### src/rtl/lane_align_pkg.sv
package lane_align_pkg;

  localparam logic [2:0] OP_LB  = 3'b000;
  localparam logic [2:0] OP_LH  = 3'b001;
  localparam logic [2:0] OP_LW  = 3'b010;
  localparam logic [2:0] OP_LBU = 3'b100;
  localparam logic [2:0] OP_LHU = 3'b101;

  typedef enum logic [1:0] {
    SZ_BYTE = 2'd0,
    SZ_HALF = 2'd1,
    SZ_WORD = 2'd2,
    SZ_NONE = 2'd3
  } acc_size_e;

  // Size class of an access code; unlisted codes map to SZ_NONE.
  function automatic acc_size_e size_of(input logic [2:0] op);
    case (op)
      OP_LB, OP_LBU: size_of = SZ_BYTE;
      OP_LH, OP_LHU: size_of = SZ_HALF;
      OP_LW:         size_of = SZ_WORD;
      default:       size_of = SZ_NONE;
    endcase
  endfunction

  // Unsigned extension is chosen by the top code bit.
  function automatic logic zero_ext_of(input logic [2:0] op);
    zero_ext_of = op[2];
  endfunction

  // Number of lanes a given size touches.
  function automatic int unsigned lanes_of(input acc_size_e sz, input int unsigned all_lanes);
    case (sz)
      SZ_BYTE: lanes_of = 1;
      SZ_HALF: lanes_of = 2;
      SZ_WORD: lanes_of = all_lanes;
      default: lanes_of = 0;
    endcase
  endfunction

endpackage

### src/rtl/lane_store_pack.sv
module lane_store_pack
  import lane_align_pkg::*;
#(
  parameter int DATA_W = 32,
  localparam int LANES = DATA_W / 8,
  localparam int OFS_W = $clog2(LANES)
) (
  input  acc_size_e           size_i,
  input  logic [OFS_W-1:0]    ofs_i,
  input  logic [DATA_W-1:0]   data_i,
  output logic [LANES-1:0]    en_o,
  output logic [DATA_W-1:0]   wdata_o
);

  localparam int HALF_W = OFS_W - 1;

  for (genvar j = 0; j < LANES; j++) begin : g_lane
    localparam logic [OFS_W-1:0]  LANE_ID = OFS_W'(j);
    localparam logic [HALF_W-1:0] PAIR_ID = HALF_W'(j / 2);
    localparam int                IN_PAIR = j % 2;

    always_comb begin
      case (size_i)
        SZ_BYTE: begin
          en_o[j]           = (ofs_i == LANE_ID);
          wdata_o[8*j +: 8] = data_i[7:0];
        end
        SZ_HALF: begin
          en_o[j]           = (ofs_i[OFS_W-1:1] == PAIR_ID);
          wdata_o[8*j +: 8] = data_i[8*IN_PAIR +: 8];
        end
        SZ_WORD: begin
          en_o[j]           = 1'b1;
          wdata_o[8*j +: 8] = data_i[8*j +: 8];
        end
        default: begin
          en_o[j]           = 1'b0;
          wdata_o[8*j +: 8] = 8'h00;
        end
      endcase
    end
  end

  // The number of enabled lanes follows from the size alone.
  always_comb begin
    p_lane_count_r7: assert ($countones(en_o) == lanes_of(size_i, LANES));
  end

  // A byte store enables exactly one lane.
  always_comb begin
    if (size_i == SZ_BYTE)
      p_byte_single_lane_r5: assert ($onehot0(en_o) && en_o != '0);
  end

  // Every enabled lane of a byte store carries the low data byte.
  always_comb begin
    for (int k = 0; k < LANES; k++)
      if (size_i == SZ_BYTE && en_o[k])
        p_byte_lane_data_r8: assert (wdata_o[8*k +: 8] == data_i[7:0]);
  end

endmodule

### src/rtl/lane_load_extract.sv
module lane_load_extract
  import lane_align_pkg::*;
#(
  parameter int DATA_W = 32,
  localparam int LANES = DATA_W / 8,
  localparam int HALVES = LANES / 2,
  localparam int OFS_W = $clog2(LANES)
) (
  input  acc_size_e           size_i,
  input  logic                zext_i,
  input  logic [OFS_W-1:0]    ofs_i,
  input  logic [DATA_W-1:0]   word_i,
  output logic [DATA_W-1:0]   value_o
);

  localparam int HALF_W = OFS_W - 1;

  logic [7:0]  sel_byte;
  logic [15:0] sel_half;
  logic        byte_fill;
  logic        half_fill;

  always_comb begin
    sel_byte = '0;
    for (int j = 0; j < LANES; j++)
      if (ofs_i == OFS_W'(j)) sel_byte = word_i[8*j +: 8];
  end

  always_comb begin
    sel_half = '0;
    for (int k = 0; k < HALVES; k++)
      if (ofs_i[OFS_W-1:1] == HALF_W'(k)) sel_half = word_i[16*k +: 16];
  end

  assign byte_fill = ~zext_i & sel_byte[7];
  assign half_fill = ~zext_i & sel_half[15];

  always_comb begin
    case (size_i)
      SZ_BYTE: value_o = {{(DATA_W-8){byte_fill}}, sel_byte};
      SZ_HALF: value_o = {{(DATA_W-16){half_fill}}, sel_half};
      SZ_WORD: value_o = word_i;
      default: value_o = '0;
    endcase
  end

  always_comb begin
    if (size_i == SZ_BYTE && !zext_i)
      p_byte_sign_fill_r1: assert (value_o[DATA_W-1:8] == {(DATA_W-8){value_o[7]}});
  end

  always_comb begin
    if (size_i == SZ_BYTE && zext_i)
      p_byte_zero_fill_r2: assert (value_o[DATA_W-1:8] == '0);
  end

  always_comb begin
    if (size_i == SZ_HALF && zext_i)
      p_half_zero_fill_r3: assert (value_o[DATA_W-1:16] == '0);
  end

  always_comb begin
    if (size_i == SZ_WORD)
      p_word_passthrough_r4: assert (value_o == word_i);
  end

endmodule

### src/rtl/lane_misalign_check.sv
module lane_misalign_check
  import lane_align_pkg::*;
#(
  parameter int OFS_W = 2
) (
  input  acc_size_e        size_i,
  input  logic [OFS_W-1:0] ofs_i,
  output logic             misalign_o
);

  always_comb begin
    case (size_i)
      SZ_HALF: misalign_o = ofs_i[0];
      SZ_WORD: misalign_o = |ofs_i;
      default: misalign_o = 1'b0;
    endcase
  end

  always_comb begin
    if (size_i == SZ_BYTE || size_i == SZ_NONE)
      p_byte_never_flagged_r9: assert (!misalign_o);
  end

endmodule

### src/rtl/lane_align_unit.sv
module lane_align_unit
  import lane_align_pkg::*;
#(
  parameter int DATA_W = 32,
  localparam int LANES = DATA_W / 8,
  localparam int OFS_W = $clog2(LANES)
) (
  input  logic [2:0]        mem_op_i,
  input  logic [OFS_W-1:0]  lane_ofs_i,
  input  logic [DATA_W-1:0] store_data_i,
  input  logic [DATA_W-1:0] mem_rdata_i,
  output logic [LANES-1:0]  byte_en_o,
  output logic [DATA_W-1:0] mem_wdata_o,
  output logic [DATA_W-1:0] load_value_o,
  output logic              misalign_o
);

  acc_size_e acc_size;
  logic      zero_ext;

  assign acc_size = size_of(mem_op_i);
  assign zero_ext = zero_ext_of(mem_op_i);

  lane_store_pack #(.DATA_W(DATA_W)) u_store (
    .size_i  (acc_size),
    .ofs_i   (lane_ofs_i),
    .data_i  (store_data_i),
    .en_o    (byte_en_o),
    .wdata_o (mem_wdata_o)
  );

  lane_load_extract #(.DATA_W(DATA_W)) u_load (
    .size_i  (acc_size),
    .zext_i  (zero_ext),
    .ofs_i   (lane_ofs_i),
    .word_i  (mem_rdata_i),
    .value_o (load_value_o)
  );

  lane_misalign_check #(.OFS_W(OFS_W)) u_align (
    .size_i     (acc_size),
    .ofs_i      (lane_ofs_i),
    .misalign_o (misalign_o)
  );

  // Undefined codes leave every output quiet.
  always_comb begin
    if (acc_size == SZ_NONE)
      p_bad_code_quiet_r10: assert (byte_en_o == '0 && mem_wdata_o == '0 &&
                                    load_value_o == '0 && !misalign_o);
  end

  // A word access always enables every lane, aligned or not.
  always_comb begin
    if (mem_op_i == OP_LW)
      p_word_all_lanes_r7: assert (&byte_en_o);
  end

  // Halfword enables are one of the two aligned pairs.
  always_comb begin
    if (acc_size == SZ_HALF)
      p_half_pair_r6: assert (byte_en_o == LANES'(2'b11) ||
                              byte_en_o == (LANES'(2'b11) << (LANES - 2)));
  end

endmodule

### config.mk
export PLATFORM = sky130hd
export DESIGN_NAME = lane_align_unit
export DESIGN_NICKNAME = d
export VERILOG_FILES = /design/src/rtl/lane_align_pkg.sv /design/src/rtl/lane_store_pack.sv /design/src/rtl/lane_load_extract.sv /design/src/rtl/lane_misalign_check.sv /design/src/rtl/lane_align_unit.sv
export SDC_FILE = /design/constraint.sdc
export NUM_CORES = 1
export LEC_CHECK = 0
export BUFFER_PORTS_ARGS = -buffer_cell sky130_fd_sc_hd__buf_2
export CORE_ASPECT_RATIO = 0.9
export CORE_MARGIN = 10
export CORE_UTILIZATION = 35
export DETAILED_ROUTE_END_ITERATION = 8
export PLACE_DENSITY = 0.8
export RECOVER_POWER = 50
export SYNTH_ARGS = -nofsm -noshare
export SYNTH_HDL_FRONTEND = slang
export SYNTH_SLANG_ARGS = --single-unit
### constraint.sdc
create_clock -name vclk -period 1.25
set_clock_uncertainty 0.1 [all_clocks]
set_input_delay 0 -clock vclk [all_inputs]
set_output_delay 0 -clock vclk [all_outputs]
set_load 0.01 [all_outputs]
==> metrics.cfg, run 1 <==
[grt]
grt_pass1_wl_mm = 11.2
grt.total_usage_pct = 19.1
grt_max_degree = 26
antenna_found_initial = 0
grt_pass1_vias = 2271
grt.busiest_layer = met2
met3_usage_pct = 4.39
gr-usage-met1_pct = 22.2
overflow = 0
grtUsageMet2_pct = 35.4

[sta]
setup-tns-final_ns = -1.80
slew_violations = 0
rsz0062_at_grt = yes
max_freq_ghz = 0.744
slew_headroom_pct = 73.1
finalHoldWorstSlack_ns = 0.184
tightest_slew_ns = 0.404
period_share_pct = 108
worst_slack_ns = -0.0942
min_period_ns = 1.34
final_hold_viol_count = 0
setup_viol = 32

[power_and_ir_drop]
p_int_uw = 461
switching_share_pct = 54.5
comb_power_share_pct = 100.0
p_per_area_mw_per_mm2 = 417
ir_drop_mv = 0.170
clockPowerShare_pct = 0
p_seq_share_pct = 0
p_total_uw = 1010
leakagePower_uw = 0.00125
switching_power_uw = 553

[synth]
syn_inst = 227
syn-cell-area_mm2 = 0.00135
synth_fp_nets = 296
yosys.cell_types.count = 28
syn_avg_cell_area_um2 = 5.94
yosysWarnings = 0
seq_area_frac_synth_pct = 0

[worst_setup_path]
worst_setup_path_end_kind = primary output
cp-start-kind = input port
arrival_ns = 1.24
criticalPathCategory = input port to primary output
worstPathRequired_ns = 1.15
crit_path_max_fanout = 5

[final_layout]
nClkBuffers = 0
drive_gt1_share_pct = 55.6
layout_common_cells = buf_2 (126), a21oi_1 (34), nand2_1 (34)
fin_area_mm2 = 0.00243
antennaDiodeCount = 0
nets = 447
final_common_cell = buf_2
area_growth_pct = 80.6
nFillCells = 346
layout.area.seq_um2 = 0
fin_cells = 422
design.seq.count = 0

[floorplanning]
die_w_um = 85.4
core_mm2 = 0.00370
dieHeight_um = 78.9
rows = 21
io_pins = 138
die_area_mm2 = 0.00674
start_util_pct = 36.4

[detailed_routing]
drt_iter0_markers = 157
vias_per_cell = 5.45
drc = 0
wl_per_cell_um = 17.2
routed_wl_mm = 7.26
firstDrtPassIters = 4
vias = 2299
drtAntennaViolNets = 0

[run_status]
outcome = finished with violations
violations = setup timing

[placed_design]
routabilityCongestion = 0.901
dpl-instance-area_mm2 = 0.00219
io_buffers = 138
dp.cells = 414
dp_hpwl_mm = 5.51

[hold_path]
holdPathStages = 3
hp-class = input port to primary output

[job]
drv_cap = 0

-- final timing paths --
| path | start | endpoint | slack (ns) |
|---|---|---|---|
| worst max-delay path | mem_op_i[0] | load_value_o[11] | -0.09 |
| worst min-delay path | store_data_i[23] | mem_wdata_o[23] | 0.18 |
-- critical path: stages --
cell      delay [ns]
buf_6           0.10
or2_4           0.26
a221oi_4        0.27
buf_6           0.17
a21oi_4         0.08
o221ai_2        0.18
buf_2           0.16
-- power by group through the flow --
stage,Clock (uW),Combinational [uW],Sequential (uW)
after floorplan,0,480,0
after global placement,0,893,0
after detailed placement,0,905,0
after CTS,0,1000,0
after global routing,0,1100,0
final,0,1010,0
-- cells in the mapped netlist --
library cell	instances	area (um2)
or3b_2	1	8.76
a22oi_1	6	45.0
nand2_1	34	128
nand3_1	1	5.00
inv_1	1	3.75
a21o_1	8	60.1
nand2b_1	10	62.6
clkbuf_1	10	37.5
a221oi_4	1	26.3
o31ai_1	2	15.0
buf_2	10	50.1
or3_4	1	11.3
or2_1	1	6.26
o21ai_1	1	5.00
a211oi_4	1	20.0
o221ai_1	7	61.3
o211ai_1	1	7.51
o21ai_0	27	135
a21oi_2	1	8.76
o22ai_1	7	43.8
buf_4	1	7.51
mux2i_1	9	90.1
o21ai_2	11	96.3
nor2b_1	19	119
buf_6	2	22.5
nor2_1	7	26.3
and2_1	8	50.1
a21oi_1	39	195
-- metal layers --
metal	vias up	share of wire, %
met3	6	8.5
met5	-	0
li1	1122	-
met4	0	0.61
met2	109	53
met1	1062	38
-- metrics by stage --
step | setup WS (ns) | util, %
2_1_floorplan | 0.0723 | -
3_3_place_gp | -0.406 | 59.1
3_5_place_dp | -0.457 | 59.1
4_1_cts | -0.128 | 64.3
5_1_grt | -0.137 | 65.7
6_report | -0.0942 | 65.7
-- layout make-up --
class | count | area [um2] | share of cell area, %
inverters | 1 | 3.75 | 0.154
multi-input cells | 204 | 1380 | 56.6
well taps | 46 | 57.6 | 2.37
repair buffers | 171 | 996 | 40.9
-- timing repair --
item	4_1_cts	5_1_grt
hold buffers	0	0
cloned	2	0
endpoints found under the setup margin	34	35
pin swaps	12	15
resized for setup	30	23
setup buffers	6	2
-- kinds of logic after synthesis --
kind of cell,count (synthesis),synth area share (%)
AO/OA/AOI/OAI,112,53.4
AND/OR/NAND/NOR,82,30.9
buffers and inverters,24,9.01
multiplexers,9,6.69
Power figures use the tool's default switching activity.
==> inputs of run 2 (changes only) <==
--- a/config.mk
+++ b/config.mk
@@ -8,9 +8,9 @@
 export BUFFER_PORTS_ARGS = -buffer_cell sky130_fd_sc_hd__buf_2
 export CORE_ASPECT_RATIO = 0.9
 export CORE_MARGIN = 10
-export CORE_UTILIZATION = 35
+export CORE_UTILIZATION = 38
 export DETAILED_ROUTE_END_ITERATION = 8
-export PLACE_DENSITY = 0.8
+export PLACE_DENSITY = 0.85
 export RECOVER_POWER = 50
 export SYNTH_ARGS = -nofsm -noshare
 export SYNTH_HDL_FRONTEND = slang
==> run 2 against run 1 <==
Against the previous run:
- the run still ends with setup timing left
- cell count down 0.95%
- die area down 6.0%
- first-iteration DRC count up 27%
- highest routed layer unchanged
- combinational power about the same
- count of clock-buffer cells in the layout unchanged
- sequential share of layout area unchanged
- utilization up 5.7 points
- flip-flop and latch count unchanged
- hold slack better by 0.0030 ns
==> metrics.cfg, run 2 (synthesized netlist as in run 1, its figures left out) <==
[hold_path]
min_from = store_data_i[23]  ; unchanged
holdPathStages = 3  ; unchanged
hp-class = input port to primary output  ; unchanged

[sta]
slew_headroom_pct = 70.4  ; was 73.1%
period_share_pct = 113  ; was 108%
final_hold_viol_count = 0  ; unchanged
setup_viol = 29  ; was 32
setup-tns-final_ns = -3.11  ; was -1.80 ns
tightest_slew_ns = 0.441  ; was 0.404 ns
rsz0062_at_grt = yes  ; unchanged
slew_violations = 0  ; unchanged
min_period_ns = 1.41  ; was 1.34 ns
max_freq_ghz = 0.708  ; was 0.744 GHz
worst_slack_ns = -0.162  ; was -0.0942 ns

[grt]
grt_pass1_wl_mm = 11.2  ; about the same
grt_pass1_vias = 2293  ; was 2271
grt_max_degree = 23  ; was 26
antenna_found_initial = 0  ; unchanged
grt.total_usage_pct = 20.7  ; was 19.1%
overflow = 0  ; unchanged

[floorplanning]
die_area_mm2 = 0.00633  ; was 0.00674 mm2
rows = 20  ; was 21
start_util_pct = 39.6  ; was 36.4%
die_w_um = 82.8  ; was 85.4 um
core_mm2 = 0.00340  ; was 0.00370 mm2
io_pins = 138  ; unchanged
dieHeight_um = 76.5  ; was 78.9 um

[detailed_routing]
wl_per_cell_um = 18.1  ; was 17.2 um
drtAntennaViolNets = 0  ; unchanged
routed_wl_mm = 7.59  ; was 7.26 mm
drt_iter0_markers = 200  ; was 157
vias = 2346  ; was 2299
vias_per_cell = 5.61  ; was 5.45
firstDrtPassIters = 5  ; was 4
drc = 0  ; unchanged

[worst_setup_path]
crit_path_max_fanout = 16  ; was 5
worstPathRequired_ns = 1.15  ; about the same
path_depth = 7  ; unchanged
cp-start-kind = input port  ; unchanged
criticalPathCategory = input port to primary output  ; unchanged
startpoint = lane_ofs_i[1]  ; was mem_op_i[0]
critPathSlowestCell = or3_4  ; was a221oi_4
arrival_ns = 1.31  ; was 1.24 ns
crit_family = buffers and inverters  ; was compound AO/OA/AOI/OAI gates
worst_setup_path_end_kind = primary output  ; unchanged
slowest_delay_ns = 0.41  ; was 0.27 ns
crit_buf_inv = 4  ; was 3
path_cells = buf_6 > or3_4 > buf_6 > a211oi_4 > buf_12 > o21ai_1 > buf_2  ; was buf_6 > or2_4 > a221oi_4 > buf_6 > a21oi_4 > o221ai_2 > buf_2
crit_path_frequent_cell = buf_6  ; unchanged

[final_layout]
layout_common_cells = buf_2 (124), nand2_1 (34), a21oi_1 (22)  ; was buf_2 (126), a21oi_1 (34), nand2_1 (34)
fin_cells = 418  ; was 422
design.seq.count = 0  ; unchanged
drive_gt1_share_pct = 54.8  ; was 55.6%
area_growth_pct = 80.4  ; was 80.6%
layout.area.seq_um2 = 0  ; unchanged
antennaDiodeCount = 0  ; unchanged
nets = 445  ; was 447
nClkBuffers = 0  ; unchanged
final_common_cell = buf_2  ; unchanged

[power_and_ir_drop]
p_seq_share_pct = 0  ; about the same
leakagePower_uw = 0.00126  ; was 0.00125 uW
p_per_area_mw_per_mm2 = 424  ; was 417 mW/mm2
p_total_uw = 1030  ; was 1010 uW
clockPowerShare_pct = 0  ; about the same
p_int_uw = 471  ; was 461 uW
comb_power_share_pct = 100.0  ; about the same
ir_drop_mv = 0.253  ; was 0.170 mV
switching_power_uw = 559  ; was 553 uW
switching_share_pct = 54.2  ; was 54.5%

[job]
drv_cap = 0  ; unchanged

[placed_design]
io_buffers = 138  ; unchanged
pre_cts_ws_ns = -0.189  ; was -0.457 ns
routabilityCongestion = 0.913  ; was 0.901
dp.cells = 416  ; was 414
dp_hpwl_mm = 5.85  ; was 5.51 mm

[run_status]
violations = setup timing  ; unchanged
outcome = finished with violations  ; unchanged

[clocking]
hold_buffers = 0  ; unchanged

==> run 2: cell count changes in the layout (fill, tap and decap cells not counted), moves of 5 or more <==
cell / previous run / this run
o221ai_1: 2 / 7
o221ai_2: 5 / 0
a21oi_2: 5 / 17
a21oi_1: 34 / 22
==> run 2: layer usage <==
layer,GRT usage (%),share of wire (%),up-vias
met1,23.6,38,1104
met2,38.5,54,114
met5,0,0,-
met3,4.01,7.0,8
met4,2.51,1.1,0
li1,-,-,1120
==> run 2: path summary, 6_finish.rpt <==
path,endpoint,slack (ns)
setup / recovery,load_value_o[25],-0.16
hold / removal,mem_wdata_o[23],0.19
==> run 2: cell type report <==
type | count | area [um2]
tap | 44 | 55.1
fill | 302 | 972
inverter | 1 | 3.75
multi-input combinational | 203 | 1350
timing repair buffer | 170 | 1020
==> run 2: worst min-delay path, stage by stage <==
cell	delay [ns]
buf_2	0.07
a21o_1	0.09
buf_2	0.12
==> run 2: through the flow <==
| step | hold slack, ns | instance area (um2) | util (%) |
|---|---|---|---|
| floorplan | 0.0102 | 1350 | - |
| global placement | 0.183 | 2230 | 65.5 |
| detailed placement | 0.188 | 2230 | 65.5 |
| CTS | 0.190 | 2280 | 66.9 |
| global route | 0.195 | 2430 | 71.4 |
| finish | 0.187 | 2430 | 71.4 |
==> run 2: power groups by stage <==
stage               sequential [uW]  clock (uW)  combinational [uW]
finish                            0           0                1030
CTS                               0           0                 955
detailed placement                0           0                 930
global placement                  0           0                 912
floorplan                         0           0                 480
global route                      0           0                1110
==> run 2: repair_timing <==
item	in CTS	in global routing
cloned	0	1
setup buffers	0	1
pin swaps	0	16
gates resized for setup	17	36
endpoints found under the setup margin	43	36
